### src/rtl/fdt_pkg.sv
`timescale 1ns/1ps
// fdt_pkg: shared helpers for the fractional-dither timer.
// Assumes the position window is a power of two long (2**FINE_W slots).
package fdt_pkg;

    // Reverse the bit order of a 4-bit value.
    function automatic logic [3:0] bitrev4(input logic [3:0] v);
        return {v[0], v[1], v[2], v[3]};
    endfunction

    // slot_idx = position - 1. The period after position p is stretched
    // when the rank of p, bitrev((-p) mod 16), is below the fine setting.
    function automatic logic stretch_hit(input logic [3:0] slot_idx,
                                         input logic [3:0] fine);
        return bitrev4(~slot_idx) < fine;
    endfunction

endpackage

### src/rtl/fdt_dither.sv
`timescale 1ns/1ps
// fdt_dither: keeps the underflow position (slot 0..15 = positions 1..16)
// and says whether the period after the current underflow is stretched.
// Assumes uf_evt and preset are never high together (the counter ensures this).
module fdt_dither #(
    parameter int FINE_W = 4
) (
    input  logic              clk,
    input  logic              rst_n,
    input  logic              uf_evt,
    input  logic              preset,
    input  logic [FINE_W-1:0] fine_sel,
    output logic              stretch
);
    import fdt_pkg::*;

    localparam logic [FINE_W-1:0] LAST_SLOT = '1;

    logic [FINE_W-1:0] slot_q;

    // Position counter: cleared by preset, advanced by each underflow.
    always_ff @(posedge clk) begin
        if (!rst_n)      slot_q <= '0;
        else if (preset) slot_q <= '0;
        else if (uf_evt) slot_q <= slot_q + 1'b1;
    end

    // Stretch decision for the current position and fine setting.
    always_comb begin
        stretch = stretch_hit(slot_q, fine_sel);
    end

    AST_SLOT_WRAP: assert property (@(posedge clk) disable iff (!rst_n)
        (uf_evt && !preset && slot_q == LAST_SLOT) |=> (slot_q == '0));
    AST_FIRST_PLAIN: assert property (@(posedge clk) disable iff (!rst_n)
        (slot_q == '0) |-> !stretch);
    AST_FINE_ZERO: assert property (@(posedge clk) disable iff (!rst_n)
        (fine_sel == '0) |-> !stretch);
    AST_PRESET_SLOT: assert property (@(posedge clk) disable iff (!rst_n)
        preset |=> (slot_q == '0));
endmodule

### src/rtl/fdt_counter.sv
`timescale 1ns/1ps
// fdt_counter: reload down-counter with a one-cycle hold state for stretched
// periods, a registered underflow pulse and the toggling output clock.
// Assumes cnt_en is a one-clock enable per count tick.
module fdt_counter #(
    parameter int CNT_W = 8
) (
    input  logic             clk,
    input  logic             rst_n,
    input  logic             cnt_en,
    input  logic             run,
    input  logic             preset,
    input  logic [CNT_W-1:0] reload_val,
    input  logic             stretch,
    output logic             uf_evt,
    output logic             uf_pulse,
    output logic             clk_out
);
    logic [CNT_W-1:0] cnt_q;
    logic             hold_q;
    logic             tick;

    // A count tick happens when the timer is running, enabled and not presetting.
    always_comb begin
        tick   = run && cnt_en && !preset;
        uf_evt = tick && !hold_q && (cnt_q == '0);
    end

    // Counter and pending-hold state.
    always_ff @(posedge clk) begin
        if (!rst_n) begin
            cnt_q  <= '0;
            hold_q <= 1'b0;
        end else if (preset) begin
            cnt_q  <= reload_val;
            hold_q <= 1'b0;
        end else if (tick) begin
            if (hold_q) begin
                hold_q <= 1'b0;
            end else if (cnt_q == '0) begin
                cnt_q  <= reload_val;
                hold_q <= stretch;
            end else begin
                cnt_q  <= cnt_q - 1'b1;
            end
        end
    end

    // Registered underflow pulse and output clock toggle.
    always_ff @(posedge clk) begin
        if (!rst_n) begin
            uf_pulse <= 1'b0;
            clk_out  <= 1'b0;
        end else begin
            uf_pulse <= uf_evt;
            if (uf_evt) clk_out <= ~clk_out;
        end
    end

    AST_RELOAD_ON_UF: assert property (@(posedge clk) disable iff (!rst_n)
        uf_evt |=> (cnt_q == $past(reload_val)));
    AST_TOGGLE_ON_UF: assert property (@(posedge clk) disable iff (!rst_n)
        uf_evt |=> (uf_pulse && clk_out != $past(clk_out)));
    AST_HOLD_FREEZE: assert property (@(posedge clk) disable iff (!rst_n)
        (hold_q && tick) |=> (cnt_q == $past(cnt_q) && !hold_q));
    AST_NO_EN_STILL: assert property (@(posedge clk) disable iff (!rst_n)
        (!cnt_en && !preset) |=> ($stable(cnt_q) && !uf_pulse));
    AST_STOP_STILL: assert property (@(posedge clk) disable iff (!rst_n)
        (!run && !preset) |=> ($stable(cnt_q) && $stable(clk_out)));
    AST_PRESET_LOAD: assert property (@(posedge clk) disable iff (!rst_n)
        preset |=> (cnt_q == $past(reload_val) && !hold_q));
endmodule

### src/rtl/fdt_irq.sv
`timescale 1ns/1ps
// fdt_irq: sticky underflow flag with write-1-to-clear and the gated request.
// Assumes a set and a clear in the same cycle resolve as a set.
module fdt_irq (
    input  logic clk,
    input  logic rst_n,
    input  logic uf_evt,
    input  logic flag_wr,
    input  logic flag_wdata,
    input  logic irq_en,
    output logic irq_flag,
    output logic irq_req
);
    // Flag update: a hardware set outranks a software clear.
    always_ff @(posedge clk) begin
        if (!rst_n)                       irq_flag <= 1'b0;
        else if (uf_evt)                  irq_flag <= 1'b1;
        else if (flag_wr && flag_wdata)   irq_flag <= 1'b0;
    end

    // Request gating by the enable.
    always_comb begin
        irq_req = irq_flag && irq_en;
    end

    AST_FLAG_SET: assert property (@(posedge clk) disable iff (!rst_n)
        uf_evt |=> irq_flag);
    AST_FLAG_CLEAR: assert property (@(posedge clk) disable iff (!rst_n)
        (flag_wr && flag_wdata && !uf_evt) |=> !irq_flag);
    AST_ZERO_WRITE: assert property (@(posedge clk) disable iff (!rst_n)
        (flag_wr && !flag_wdata && !uf_evt) |=> $stable(irq_flag));
endmodule

### src/rtl/fdither_timer.sv
`timescale 1ns/1ps
// fdither_timer: top of the fractional-dither reload down-timer. Wires the
// counter, the position/dither logic and the interrupt flag together.
// Assumes all inputs are synchronous to clk.
module fdither_timer #(
    parameter int CNT_W  = 8,
    parameter int FINE_W = 4
) (
    input  logic              clk,
    input  logic              rst_n,
    input  logic              cnt_en,
    input  logic              run,
    input  logic              preset,
    input  logic [CNT_W-1:0]  reload_val,
    input  logic [FINE_W-1:0] fine_sel,
    input  logic              irq_en,
    input  logic              flag_wr,
    input  logic              flag_wdata,
    output logic              uf_pulse,
    output logic              clk_out,
    output logic              irq_flag,
    output logic              irq_req
);
    logic uf_evt;
    logic stretch;

    fdt_counter #(.CNT_W(CNT_W)) u_cnt (
        .clk        (clk),
        .rst_n      (rst_n),
        .cnt_en     (cnt_en),
        .run        (run),
        .preset     (preset),
        .reload_val (reload_val),
        .stretch    (stretch),
        .uf_evt     (uf_evt),
        .uf_pulse   (uf_pulse),
        .clk_out    (clk_out)
    );

    fdt_dither #(.FINE_W(FINE_W)) u_dith (
        .clk      (clk),
        .rst_n    (rst_n),
        .uf_evt   (uf_evt),
        .preset   (preset),
        .fine_sel (fine_sel),
        .stretch  (stretch)
    );

    fdt_irq u_irq (
        .clk        (clk),
        .rst_n      (rst_n),
        .uf_evt     (uf_evt),
        .flag_wr    (flag_wr),
        .flag_wdata (flag_wdata),
        .irq_en     (irq_en),
        .irq_flag   (irq_flag),
        .irq_req    (irq_req)
    );

    AST_REQ_NEEDS_EN: assert property (@(posedge clk) disable iff (!rst_n)
        irq_req |-> (irq_en && irq_flag));
    AST_PULSE_SETS_FLAG: assert property (@(posedge clk) disable iff (!rst_n)
        uf_pulse |-> irq_flag || $past(flag_wr));
endmodule

### config.mk
export PLATFORM = sky130hd
export DESIGN_NAME = fdither_timer
export DESIGN_NICKNAME = d
export VERILOG_FILES = /design/src/rtl/fdt_pkg.sv /design/src/rtl/fdt_dither.sv /design/src/rtl/fdt_counter.sv /design/src/rtl/fdt_irq.sv /design/src/rtl/fdither_timer.sv
export SDC_FILE = /design/constraint.sdc
export NUM_CORES = 1
export LEC_CHECK = 0
export ABC_AREA = 1
export BUFFER_PORTS_ARGS = -buffer_cell sky130_fd_sc_hd__buf_4
export CORE_ASPECT_RATIO = 1.4
export CORE_UTILIZATION = 35
export DETAILED_ROUTE_END_ITERATION = 10
export SYNTH_ARGS = -nofsm -noshare
export SYNTH_HDL_FRONTEND = slang
export SYNTH_HIERARCHICAL = 1
export SYNTH_SLANG_ARGS = --single-unit
### constraint.sdc
create_clock -name clk -period 1.5 [get_ports clk]
set_input_delay 0.15 -clock clk [delete_from_list [all_inputs] [get_ports clk]]
set_output_delay 0.15 -clock clk [all_outputs]
set_load 0.1 [all_outputs]
Word level (Yosys, flattened, before mapping)
Cells that the tools add are included.
- add/subtract/negate cells: 2
- multipliers: 0
- divide/modulo/power cells: 0
- magnitude comparators: 1
- equal/unequal tests: 1
- shift-type cells: 0
- multiplexer cells: 8
- bitwise gates (word level): 3
- reductions and logical operators: 13
- operator list (operator ; number):
    $mux W8 ; 4
    $logic_not A8 Y1 ; 1
    $sub A8 B1 Y8 const B ; 1
    $logic_and A1 B1 Y1 ; 6
    $add A4 B1 Y4 const B ; 1
    $lt A4 B4 Y1 ; 1
    $mux W1 ; 4
    $not A4 Y4 ; 1
    $reduce_bool A2 Y1 ; 2
    $logic_not A1 Y1 ; 2
    $ne A2 B2 Y1 const B ; 1
    $not A1 Y1 ; 2
    $reduce_and A2 Y1 ; 1
    $reduce_or A2 Y1 ; 1
- bits in registers: 16
- bits in latches: 0
- RAM bits: 0
- bits in read-only memories: 0
- bits of input ports: 20
- logic and storage cells: 34
- memories: 0

Longest topological paths before layout
Gate-level depths: netlist (run 1).
- depth in word-level cells: 5
- mapped depth: 11
- gate-level depth less buffers: 11

Cells and area by module
The synthesis (run 1) kept the hierarchy.
- by module, submodules not included (module ; instances ; cells each ; area each (µm²) ; seq. area each (µm²)):
    fdt_counter ; 1 ; 114 ; 735.7 ; 220.2
    fdt_dither ; 1 ; 39 ; 261.5 ; 80.1
    fdt_irq ; 1 ; 8 ; 51.3 ; 20.0

Least setup slack after synthesis (run 1)
Ideal clock, no wire load.
- path type: flip-flop to output port
- from: register u_irq.irq_flag
- to: output irq_req
- arrival: 1.671 ns
- data required time: 1.350 ns
- setup slack: -0.321 ns
- stages on the path, launching flop included: 3
- path buffers: 0
- path through: dfxtp_1 > nand2_1 > inv_1
- cells in the longest elaborated chain, start to end: 1
- ends and longest elaborated chain (item ; line ; source):
    start, declared ; fdt_irq.sv:11 ; output logic irq_flag,
    start signal, assigned ; fdt_irq.sv:16 ; if (!rst_n) irq_flag <= 1'b0;
    start signal, assigned ; fdt_irq.sv:17 ; else if (uf_evt) irq_flag <= 1'b1;
    start signal, assigned ; fdt_irq.sv:18 ; else if (flag_wr && flag_wdata) irq_flag <= 1'b0;
    $logic_and A1 B1 Y1 ; fdt_irq.sv:23 ; irq_req = irq_flag && irq_en;
    end, declared ; fdither_timer.sv:22 ; output logic irq_req
No other way between the ends.

Worst setup path in the final report (run 1)
- from: register u_cnt.cnt_q[6]
- to: register u_cnt.cnt_q[1]
- cells in the longest elaborated chain, start to end: 5
- ends and longest elaborated chain (item ; line ; source):
    start, declared ; fdt_counter.sv:19 ; logic [CNT_W-1:0] cnt_q;
    start signal, assigned ; fdt_counter.sv:35 ; cnt_q <= reload_val;
    start signal, assigned ; fdt_counter.sv:41 ; cnt_q <= reload_val;
    start signal, assigned ; fdt_counter.sv:44 ; cnt_q <= cnt_q - 1'b1;
    $logic_not A8 Y1 ; fdt_counter.sv:40 ; end else if (cnt_q == '0) begin
    $mux W8 ; fdt_counter.sv:40 ;
    $mux W8 ; fdt_counter.sv:38 ; if (hold_q) begin
    $mux W8 ; fdt_counter.sv:37 ; end else if (tick) begin
    $mux W8 ; fdt_counter.sv:34 ; end else if (preset) begin
No other way between the ends. The select of a mux whose other input is x is not followed.
A chain may end at the register's enable or synchronous reset.

==> results of run 1 <==
[cells by family after synthesis]
group / synth area share, %
AND/OR/NAND/NOR: 33.41
buffers and inverters: 12.17
AO/OA/AOI/OAI: 15.87
flip-flops: 30.55
adder cells (fa/ha/maj): 7.160
XOR/XNOR: 0.8355
[flip-flops by register name, summed over array words and instances (netlist names)]
name,flops
u_cnt/uf_pulse,1
u_cnt/hold_q,1
u_cnt/cnt_q,8
u_dith/slot_q,4
u_irq/irq_flag,1
u_cnt/clk_out,1
[path summary, 6_finish.rpt]
kind | from | to | depth (start not counted)
max | u_cnt/cnt_q[6] | u_cnt/cnt_q[1] | 7
min | preset | u_cnt/hold_q | 2
max reg2reg | u_cnt/cnt_q[6] | u_cnt/cnt_q[1] | 7
min reg2reg | u_cnt/clk_out | u_cnt/clk_out | 2
[stage by stage]
stage          TNS [ns]  worst slack (ns)  util [%]  hold WS (ns)  cells
2_1_floorplan         0         0.0001968         -        0.2224    161
3_3_place_gp          0           0.07876     44.80        0.3639    222
3_5_place_dp          0           0.02749     44.80        0.3641    222
4_1_cts               0           0.01205     46.73       0.08840    226
5_1_grt         -0.3114          -0.08146     49.14        0.1122    230
6_report              0           0.02945     49.14        0.1065    230
[cells in the mapped netlist]
master and count:
nand4_1 3, nand2_2 2, or2_2 1, clkbuf_4 1, o21ai_2 1, dfxtp_1 16, a21o_1 1, inv_1 31
a21oi_2 2, a21oi_1 12, nor2_4 3, o21ai_0 10, nand3_1 8, ha_1 6, o21ai_4 1, nand2_1 40
nor3_1 1, nor2_1 16, inv_2 1, a31oi_1 1, nand2_4 1, xor2_1 1, nor2_2 2
[power by group]
part	switching, mW	internal [mW]	total, mW
clock network	0.152	0.233	0.385
logic	0.217	0.156	0.373
registers	0.0306	0.454	0.484
total	0.400	0.842	1.24
[repair_timing]
action	in CTS	in global routing
resized for setup	0	15
endpoints found under the setup margin	0	11
hold buffers	0	0
buffers inserted	0	4
[final cells by class]
type                            instances  area [sq um]  area share [%]
Sequential cell                        16         325.3           23.24
Tap cell                               37         46.29           3.307
Timing Repair Buffer                   29         217.7           15.55
Inverter                               32         120.1           8.579
Clock buffer                            4         55.05           3.932
Multi-Input combinational cell        112         635.6           45.40
[per-layer routing]
layer	global-route usage [%]	vias to the layer above
li1	-	567
met1	19.47	486
met2	28.67	18
met3	2.710	2
met4	8.333	0
met5	0	-
==> flow_summary_export.csv, run 1 <==
group,metric,value,unit
cells_and_area,fill_cells,293,
timing,fin_crit_sh,98.04,%
worst_setup_path,critical_path_required,1.63,ns
hold_path,hp-class,"in2reg",
timing,slew_violations,0,
clock_network,path_clk_slew,0.07,ns
global_routing,grt_util_all_layers,16.98,%
worst_setup_path,cpPeakStageDelay,0.35,ns
floorplanning,dieArea,3222,sq um
synthesis,ys_ff_latch,16,
synthesis,netlist_instances,161,
power_and_ir_drop,p_total,1.242,mW
synthesis,syn_nets,187,
synthesis,synth_area_leaders,"dfxtp_1 31%, nand2_1 14%, inv_1 11%",
placement,place_congestion,0.7751,
clock_network,cts_buffer_depth,2,
power_and_ir_drop,power_leakage,0.6866,nW
synthesis,synth_top_area_cell,"dfxtp_1",
synthesis,synth_seq_area_share,30.55,%
detailed_routing,vias,1073,
detailed_routing,ant_nets,0,
worst_setup_path,rrSetupSlack,0.03,ns
worst_setup_path,cp_cell_sequence,"nor2_1 -> nand2_4 -> buf_4 -> nor2_1 -> nor2_4 -> o21ai_0 -> a21oi_1",
synthesis,ys_warn_count,6,
detailed_routing,wl,2546,microns
detailed_routing,wl_met1,1016,microns
placement,dp_hpwl,1842,microns
timing,fin_crit,1.471,ns
timing,setup_violations,0,
worst_setup_path,cpMostUsedCell,"nor2_1",
timing,fmax,0.6800,GHz
global_routing,grt_pass1_vias,951,
power_and_ir_drop,max-vdd-ir-drop,0.5204,mV
job,drv_cap,0,
clock_network,cts-root-buf,"clkbuf_8",
worst_setup_path,end_kind,"flip-flop",
placement,numPortBuffers,23,
clock_network,h-tree-depth,1,
worst_setup_path,crit_type,"reg2reg",
timing,tightest_slew,0.2990,ns
global_routing,overflow,0,
detailed_routing,highest_layer,"met4",
cells_and_area,layout.nets,220,
global_routing,grt_max_degree,11,
clock_network,cts_made_buffers,3,
floorplanning,initial_core_util,36.80,%
synthesis,synth.distinct_cells,23,
clock_network,cts_sinks,16,
timing,maxSlewHeadroom,79.99,%
worst_setup_path,cp-start-kind,"flip-flop",
status,status,"complete, no violations",
clock_network,cts_tree,"done",
floorplanning,fp-row-count,23,
floorplanning,die_w,48.26,microns
placement,place_area,1276,sq um
detailed_routing,dr.first_iter.drc_count,24,
detailed_routing,route.met2.wl,1429,microns
synthesis,avgSynthCellArea,6.512,sq um
cells_and_area,drive_gt1_share,30.05,%
synthesis,yosysTopAreaCellShare,30.55,%
detailed_routing,route.met3.wl,79,microns
power_and_ir_drop,powerDensity,887.4,nW/um^2
cells_and_area,num_antenna_cells,0,
detailed_routing,drcViolationCount,0,
timing,hold_viol,0,
worst_setup_path,cp_max_fo,6,
worst_setup_path,slowest_stage,"dfxtp_1",
worst_setup_path,cp.arrival,1.60,ns
cells_and_area,syn2layout_area_growth,33.53,%
global_routing,grt_first_pass_wirelength,3843,microns
worst_setup_path,cp_num_buf_inv,1,
cells_and_area,final_cell_mix,"38 x nand2_1, 29 x buf_4, 28 x inv_1, 16 x nor2_1",
detailed_routing,drt_first_pass_iters,5,
floorplanning,die_y,66.76,microns
cells_and_area,final_common_cell,"nand2_1",
detailed_routing,viasPerCell,4.665,
cells_and_area,postLayoutCellArea,1400,sq um
floorplanning,core-area,2849,sq um
detailed_routing,wire_per_inst,11.07,microns
worst_setup_path,crit_family,"simple AND/OR/NAND/NOR gates",
global_routing,antenna_found_initial,0,
synthesis,synth_area,1049,sq um
floorplanning,ios,24,
timing,skew,0.003119,ns
clock_network,insertion_delay,0.25,ns
Note: power is estimated with default switching activity, not from simulation.
==> run 2, diff against run 1 <==
- CORE_UTILIZATION: 35 -> 30
==> run 2 against run 1 <==
Wire length is 11% lower. Sequential share of layout area is 0.11 points higher. Clock skew barely moved. Via count decreased by 3.8%. Critical path depth grew 4. Final cell count rose by 0.87%. Clock-buffer cell count stayed put. Flip-flop and latch count did not move.
==> flow_summary_export.csv, run 2 (synthesized netlist as in run 1, its figures left out) <==
group,metric,value,unit
clock_network,cts-root-buf,"clkbuf_8",
timing,fmax,0.7085,GHz
worst_setup_path,r2r_cells,11,
clock_network,cts_made_buffers,3,
clock_network,cts_buffer_depth,2,
status,status,"complete, no violations",
timing,tightest_slew,0.5132,ns
worst_setup_path,cpPeakStageDelay,0.32,ns
worst_setup_path,crit_type,"reg2reg",
cells_and_area,utilization,41.16,%
placement,dp_hpwl,1739,microns
timing,slew_violations,0,
clock_network,cts_tree,"done",
worst_setup_path,crit_family,"simple AND/OR/NAND/NOR gates",
cells_and_area,largest_reg_flops,8,
worst_setup_path,cp_max_fo,7,
cells_and_area,layout.nets,219,
power_and_ir_drop,max-vdd-ir-drop,0.5173,mV
worst_setup_path,cp.arrival,1.56,ns
floorplanning,ios,24,
hold_path,hp-class,"in2reg",
global_routing,grt_pass1_vias,931,
timing,finalSetupTns,0,ns
placement,numPortBuffers,23,
worst_setup_path,timing.critical_path.from,"u_cnt/cnt_q[0]",
floorplanning,die_y,71.95,microns
clock_network,h-tree-depth,1,
power_and_ir_drop,powerDensity,885.1,nW/um^2
power_and_ir_drop,p_total,1.219,mW
timing,finalWorstSetupSlack,0.08851,ns
worst_setup_path,r2r-start,"u_cnt/cnt_q[0]",
cells_and_area,syn2layout_area_growth,31.38,%
global_routing,grt_first_pass_wirelength,3643,microns
clock_network,path_clk_slew,0.07,ns
worst_setup_path,rr_endpoint,"u_dith/slot_q[3]",
clock_network,insertion_delay,0.25,ns
worst_setup_path,end_kind,"flip-flop",
placement,dp_worst_setup_slack,0.03822,ns
detailed_routing,drt_first_pass_iters,4,
cells_and_area,reg_top3,"u_cnt/cnt_q (8), u_dith/slot_q (4)",
global_routing,antenna_found_initial,0,
cells_and_area,num_antenna_cells,0,
cells_and_area,top_register,"u_cnt/cnt_q",
timing,setup_violations,0,
floorplanning,core-area,3347,sq um
power_and_ir_drop,power_leakage,0.6778,nW
global_routing,overflow,0,
floorplanning,fp-row-count,25,
detailed_routing,dr.first_iter.drc_count,14,
global_routing,grt_max_degree,14,
worst_setup_path,slowest_stage,"dfxtp_1",
worst_setup_path,cp_cell_sequence,"inv_2 -> ha_2 -> nand2_4 -> inv_2 -> nand2_2 -> nor2_4 -> nand2_2 -> nor2_4 -> nand2_1 -> nand2_1 -> nor2_1",
worst_setup_path,crit_path_end,"u_dith/slot_q[3]",
clock_network,cts_sinks,16,
cells_and_area,drive_gt1_share,28.13,%
placement,place_congestion,0.7888,
worst_setup_path,cp-start-kind,"flip-flop",
cells_and_area,layout.cells.non_filler,232,
timing,fin_crit_sh,94.10,%
timing,maxSlewHeadroom,65.78,%
job,drv_cap,0,
detailed_routing,vias,1032,
timing,hold_viol,0,
global_routing,grt_util_all_layers,12.78,%
timing,fin_crit,1.411,ns
floorplanning,initial_core_util,31.33,%
worst_setup_path,crit_cells,11,
cells_and_area,final_common_cell,"nand2_1",
detailed_routing,ant_nets,0,
detailed_routing,viasPerCell,4.448,
worst_setup_path,cp_num_buf_inv,2,
floorplanning,die_w,51.97,microns
timing,skew,0.002826,ns
detailed_routing,drcViolationCount,0,
cells_and_area,final_cell_mix,"38 x nand2_1, 28 x buf_4, 28 x inv_1, 16 x nor2_1, 15 x dfxtp_1",
floorplanning,dieArea,3739,sq um
detailed_routing,wl,2268,microns
detailed_routing,wire_per_inst,9.776,microns
placement,dp_cells,226,
worst_setup_path,rrSetupSlack,0.09,ns
worst_setup_path,critical_path_required,1.65,ns
run 2: changes by cell type in the layout (fill, tap and decap cells not counted), sizes merged:
cell,before,now
buf,29,28
run 2: repair_timing:
action	in CTS	in global routing
gates resized for setup	0	11
buffers inserted	0	2
endpoints found under the setup margin	0	8
hold buffers	0	0
run 2: area by class of cell:
| cell class | instances | area (sq um) |
|---|---|---|
| clock buffers | 4 | 55.05 |
| fillers | 353 | 1969 |
| inverters | 32 | 120.1 |
| multi-input cells | 112 | 620.6 |
| flip-flops and latches | 16 | 321.6 |
| well taps | 40 | 50.05 |
| repair buffers | 28 | 210.2 |
run 2: how the worst min path moves through the flow:
| stage | startpoint | to | cells past startpoint | slack [ns] |
|---|---|---|---|---|
| global placement | preset | u_cnt/hold_q | 2 | 0.37 |
| finish | preset | u_cnt/hold_q | 2 | 0.1 |
| detailed placement | preset | u_cnt/hold_q | 2 | 0.37 |
| floorplan | preset | u_cnt/hold_q | 1 | 0.22 |
| global route | preset | u_cnt/hold_q | 2 | 0.11 |
| CTS | preset | u_cnt/hold_q | 2 | 0.10 |
run 2: layer usage:
layer  up-vias  wire length, microns  part of all wire [%]  global-route usage [%]
met3         6                    70                   3.1                   2.096
met5         -                     0                     0                       0
met4         0                    59                   2.6                   6.607
met1       447                  1005                    44                   13.90
li1        562                     -                     -                       -
met2        17                  1133                    50                   22.93
run 2: per-stage QoR:
step                hold WS, ns  area (sq um)
global route             0.1111          1378
CTS                      0.1000          1343
global placement         0.3668          1287
detailed placement       0.3662          1287
floorplan                0.2224          1050
finish                  0.09988          1378
run 2: power breakdown:
| part | total, mW | switching (mW) | internal (mW) |
|---|---|---|---|
| sequential | 0.477 | 0.0258 | 0.452 |
| combinational | 0.357 | 0.209 | 0.148 |
| clock | 0.385 | 0.152 | 0.233 |
| total | 1.22 | 0.387 | 0.832 |
==> run 3, diff against run 2 <==
==> constraint.sdc (replaced) <==
create_clock -name clk -period 1.5 [get_ports clk]
set_input_delay 0.375 -clock clk [delete_from_list [all_inputs] [get_ports clk]]
set_output_delay 0.375 -clock clk [all_outputs]
set_load 0.1 [all_outputs]
==> run 3 against run 2 <==
Combinational power about the same. Die area unchanged. Maximum frequency up 1.1%. Hold slack better by 0.22 ns. Sequential power up 1%. Critical path type unchanged. Critical endpoint unchanged. Largest cell class unchanged.
==> flow_summary_export.csv, run 3 (synthesized netlist as in run 1, its figures left out) <==
group,metric,value,unit
status,status,"complete, no violations",
power_and_ir_drop,max-vdd-ir-drop,0.4708,mV
hold_path,hp-class,"in2reg",
cells_and_area,top_register,"u_cnt/cnt_q",
power_and_ir_drop,p_clk_share,31.7,%
clock_network,cts-root-buf,"clkbuf_8",
timing,rsz0062_at_grt,"true",
timing,finalWorstSetupSlack,0.1032,ns
worst_setup_path,r2r-start,"u_cnt/cnt_q[1]",
detailed_routing,drt_first_pass_iters,4,
global_routing,grt_pass1_vias,1025,
worst_setup_path,cp.arrival,1.55,ns
global_routing,grt_max_degree,11,
cells_and_area,largest_reg_flops,8,
worst_setup_path,crit_type,"reg2reg",
timing,slew_violations,0,
worst_setup_path,critical_path_required,1.65,ns
global_routing,grt_util_all_layers,14.16,%
placement,dp_worst_setup_slack,0.02693,ns
clock_network,hold_buffers,0,
cells_and_area,layout.nets,220,
cells_and_area,reg_top3,"u_cnt/cnt_q (8), u_dith/slot_q (4)",
floorplanning,dieArea,3739,sq um
global_routing,grt_first_pass_wirelength,3988,microns
detailed_routing,drcViolationCount,0,
timing,tightest_slew,0.3138,ns
worst_setup_path,timing.critical_path.from,"u_cnt/cnt_q[1]",
floorplanning,ios,24,
worst_setup_path,cp-start-kind,"flip-flop",
detailed_routing,vias,1073,
power_and_ir_drop,powerDensity,872.6,nW/um^2
timing,fin_hold_ws,0.3200,ns
timing,fin_crit_sh,93.12,%
cells_and_area,layout.cells.non_filler,233,
detailed_routing,ant_nets,0,
placement,place_congestion,0.7610,
cells_and_area,num_antenna_cells,0,
detailed_routing,wire_per_inst,9.648,microns
cells_and_area,drive_gt1_share,31.09,%
timing,skew,0.002376,ns
timing,maxSlewHeadroom,79.00,%
floorplanning,die_y,71.95,microns
power_and_ir_drop,p_switching,394.3,uW
placement,dp_hpwl,1750,microns
placement,numPortBuffers,23,
worst_setup_path,cp_max_fo,7,
detailed_routing,viasPerCell,4.605,
floorplanning,die_w,51.97,microns
timing,setup_violations,0,
floorplanning,initial_core_util,31.33,%
job,drv_cap,0,
timing,fin_crit,1.397,ns
cells_and_area,final_common_cell,"nand2_1",
hold_path,hp-start,"preset",
cells_and_area,utilization,42.17,%
clock_network,cts_sinks,16,
clock_network,cts_made_buffers,3,
worst_setup_path,end_kind,"flip-flop",
clock_network,h-tree-depth,1,
timing,hold_viol,0,
power_and_ir_drop,switching_share,32.02,%
cells_and_area,final_cell_mix,"38 x nand2_1, 29 x buf_4, 28 x inv_1, 15 x nor2_1",
power_and_ir_drop,power_leakage,0.6793,nW
clock_network,insertion_delay,0.25,ns
power_and_ir_drop,combPwrFrac,29.1,%
timing,fmax,0.7159,GHz
global_routing,antenna_found_initial,0,
power_and_ir_drop,pwr-share-seq,39.2,%
cells_and_area,syn2layout_area_growth,34.61,%
floorplanning,core-area,3347,sq um
placement,dp_cells,226,
global_routing,overflow,0,
detailed_routing,dr.first_iter.drc_count,21,
clock_network,cts_tree,"done",
clock_network,cts_buffer_depth,2,
power_and_ir_drop,p_int,837.2,uW
detailed_routing,wl,2248,microns
clock_network,path_clk_slew,0.07,ns
floorplanning,fp-row-count,25,
## run 3: repair_timing
| action | 4_1_cts | 5_1_grt |
|---|---|---|
| setup buffers | 0 | 3 |
| resized for setup | 0 | 15 |
| endpoints found under the setup margin | 0 | 12 |
| hold endpoints to repair | 0 | 0 |
## run 3: layout make-up
| class | instances | area [sq um] |
|---|---|---|
| Clock buffer | 4 | 55.05 |
| Fill cell | 355 | 1936 |
| Inverter | 32 | 123.9 |
| Multi-Input combinational cell | 112 | 636.9 |
| Sequential cell | 16 | 327.8 |
| Tap cell | 40 | 50.05 |
| Timing Repair Buffer | 29 | 217.7 |
## run 3: stage by stage
step / cell area [sq um] / power [mW] / TNS, ns
2_1_floorplan: 1056 / 0.7184 / 0
3_3_place_gp: 1294 / 0.8202 / 0
3_5_place_dp: 1294 / 0.8203 / 0
4_1_cts: 1349 / 1.215 / 0
5_1_grt: 1411 / 1.320 / -0.01489
6_report: 1411 / 1.232 / 0
## run 3: power by group through the flow
stage                     Sequential (mW)  Clock [mW]  Combinational [mW]
after global placement              0.487           0               0.333
after CTS                           0.477       0.403               0.334
after floorplan                     0.492           0               0.226
final                               0.482       0.391               0.358
after global routing                0.486       0.422               0.411
after detailed placement            0.487           0               0.334
## run 3: final timing paths
check	to	slack, ns	depth (start not counted)
worst max-delay path	u_dith/slot_q[3]	0.10	11
worst min-delay path	u_cnt/hold_q	0.32	2
worst max register to register	u_dith/slot_q[3]	0.10	11
worst min register to register	u_cnt/clk_out	0.47	2
## run 3: worst max-delay path, stage by stage, from the launching register on
cell and delay (ns):
dfxtp_2 0.34, inv_2 0.08, ha_4 0.14, nand2_4 0.06, inv_1 0.07, nand2_2 0.07, nor2_4 0.19, nand2_2 0.09
nor2_4 0.11, nand2_1 0.05, nand2_1 0.05, nor2_1 0.04
## run 3: per-layer routing
| metal | vias up | part of all wire (%) | GRT usage (%) |
|---|---|---|---|
| met5 | - | 0 | 0 |
| met4 | 0 | 3.3 | 8.408 |
| met3 | 7 | 2.6 | 1.887 |
| met2 | 20 | 52 | 25.50 |
| met1 | 482 | 42 | 15.14 |
| li1 | 564 | - | - |
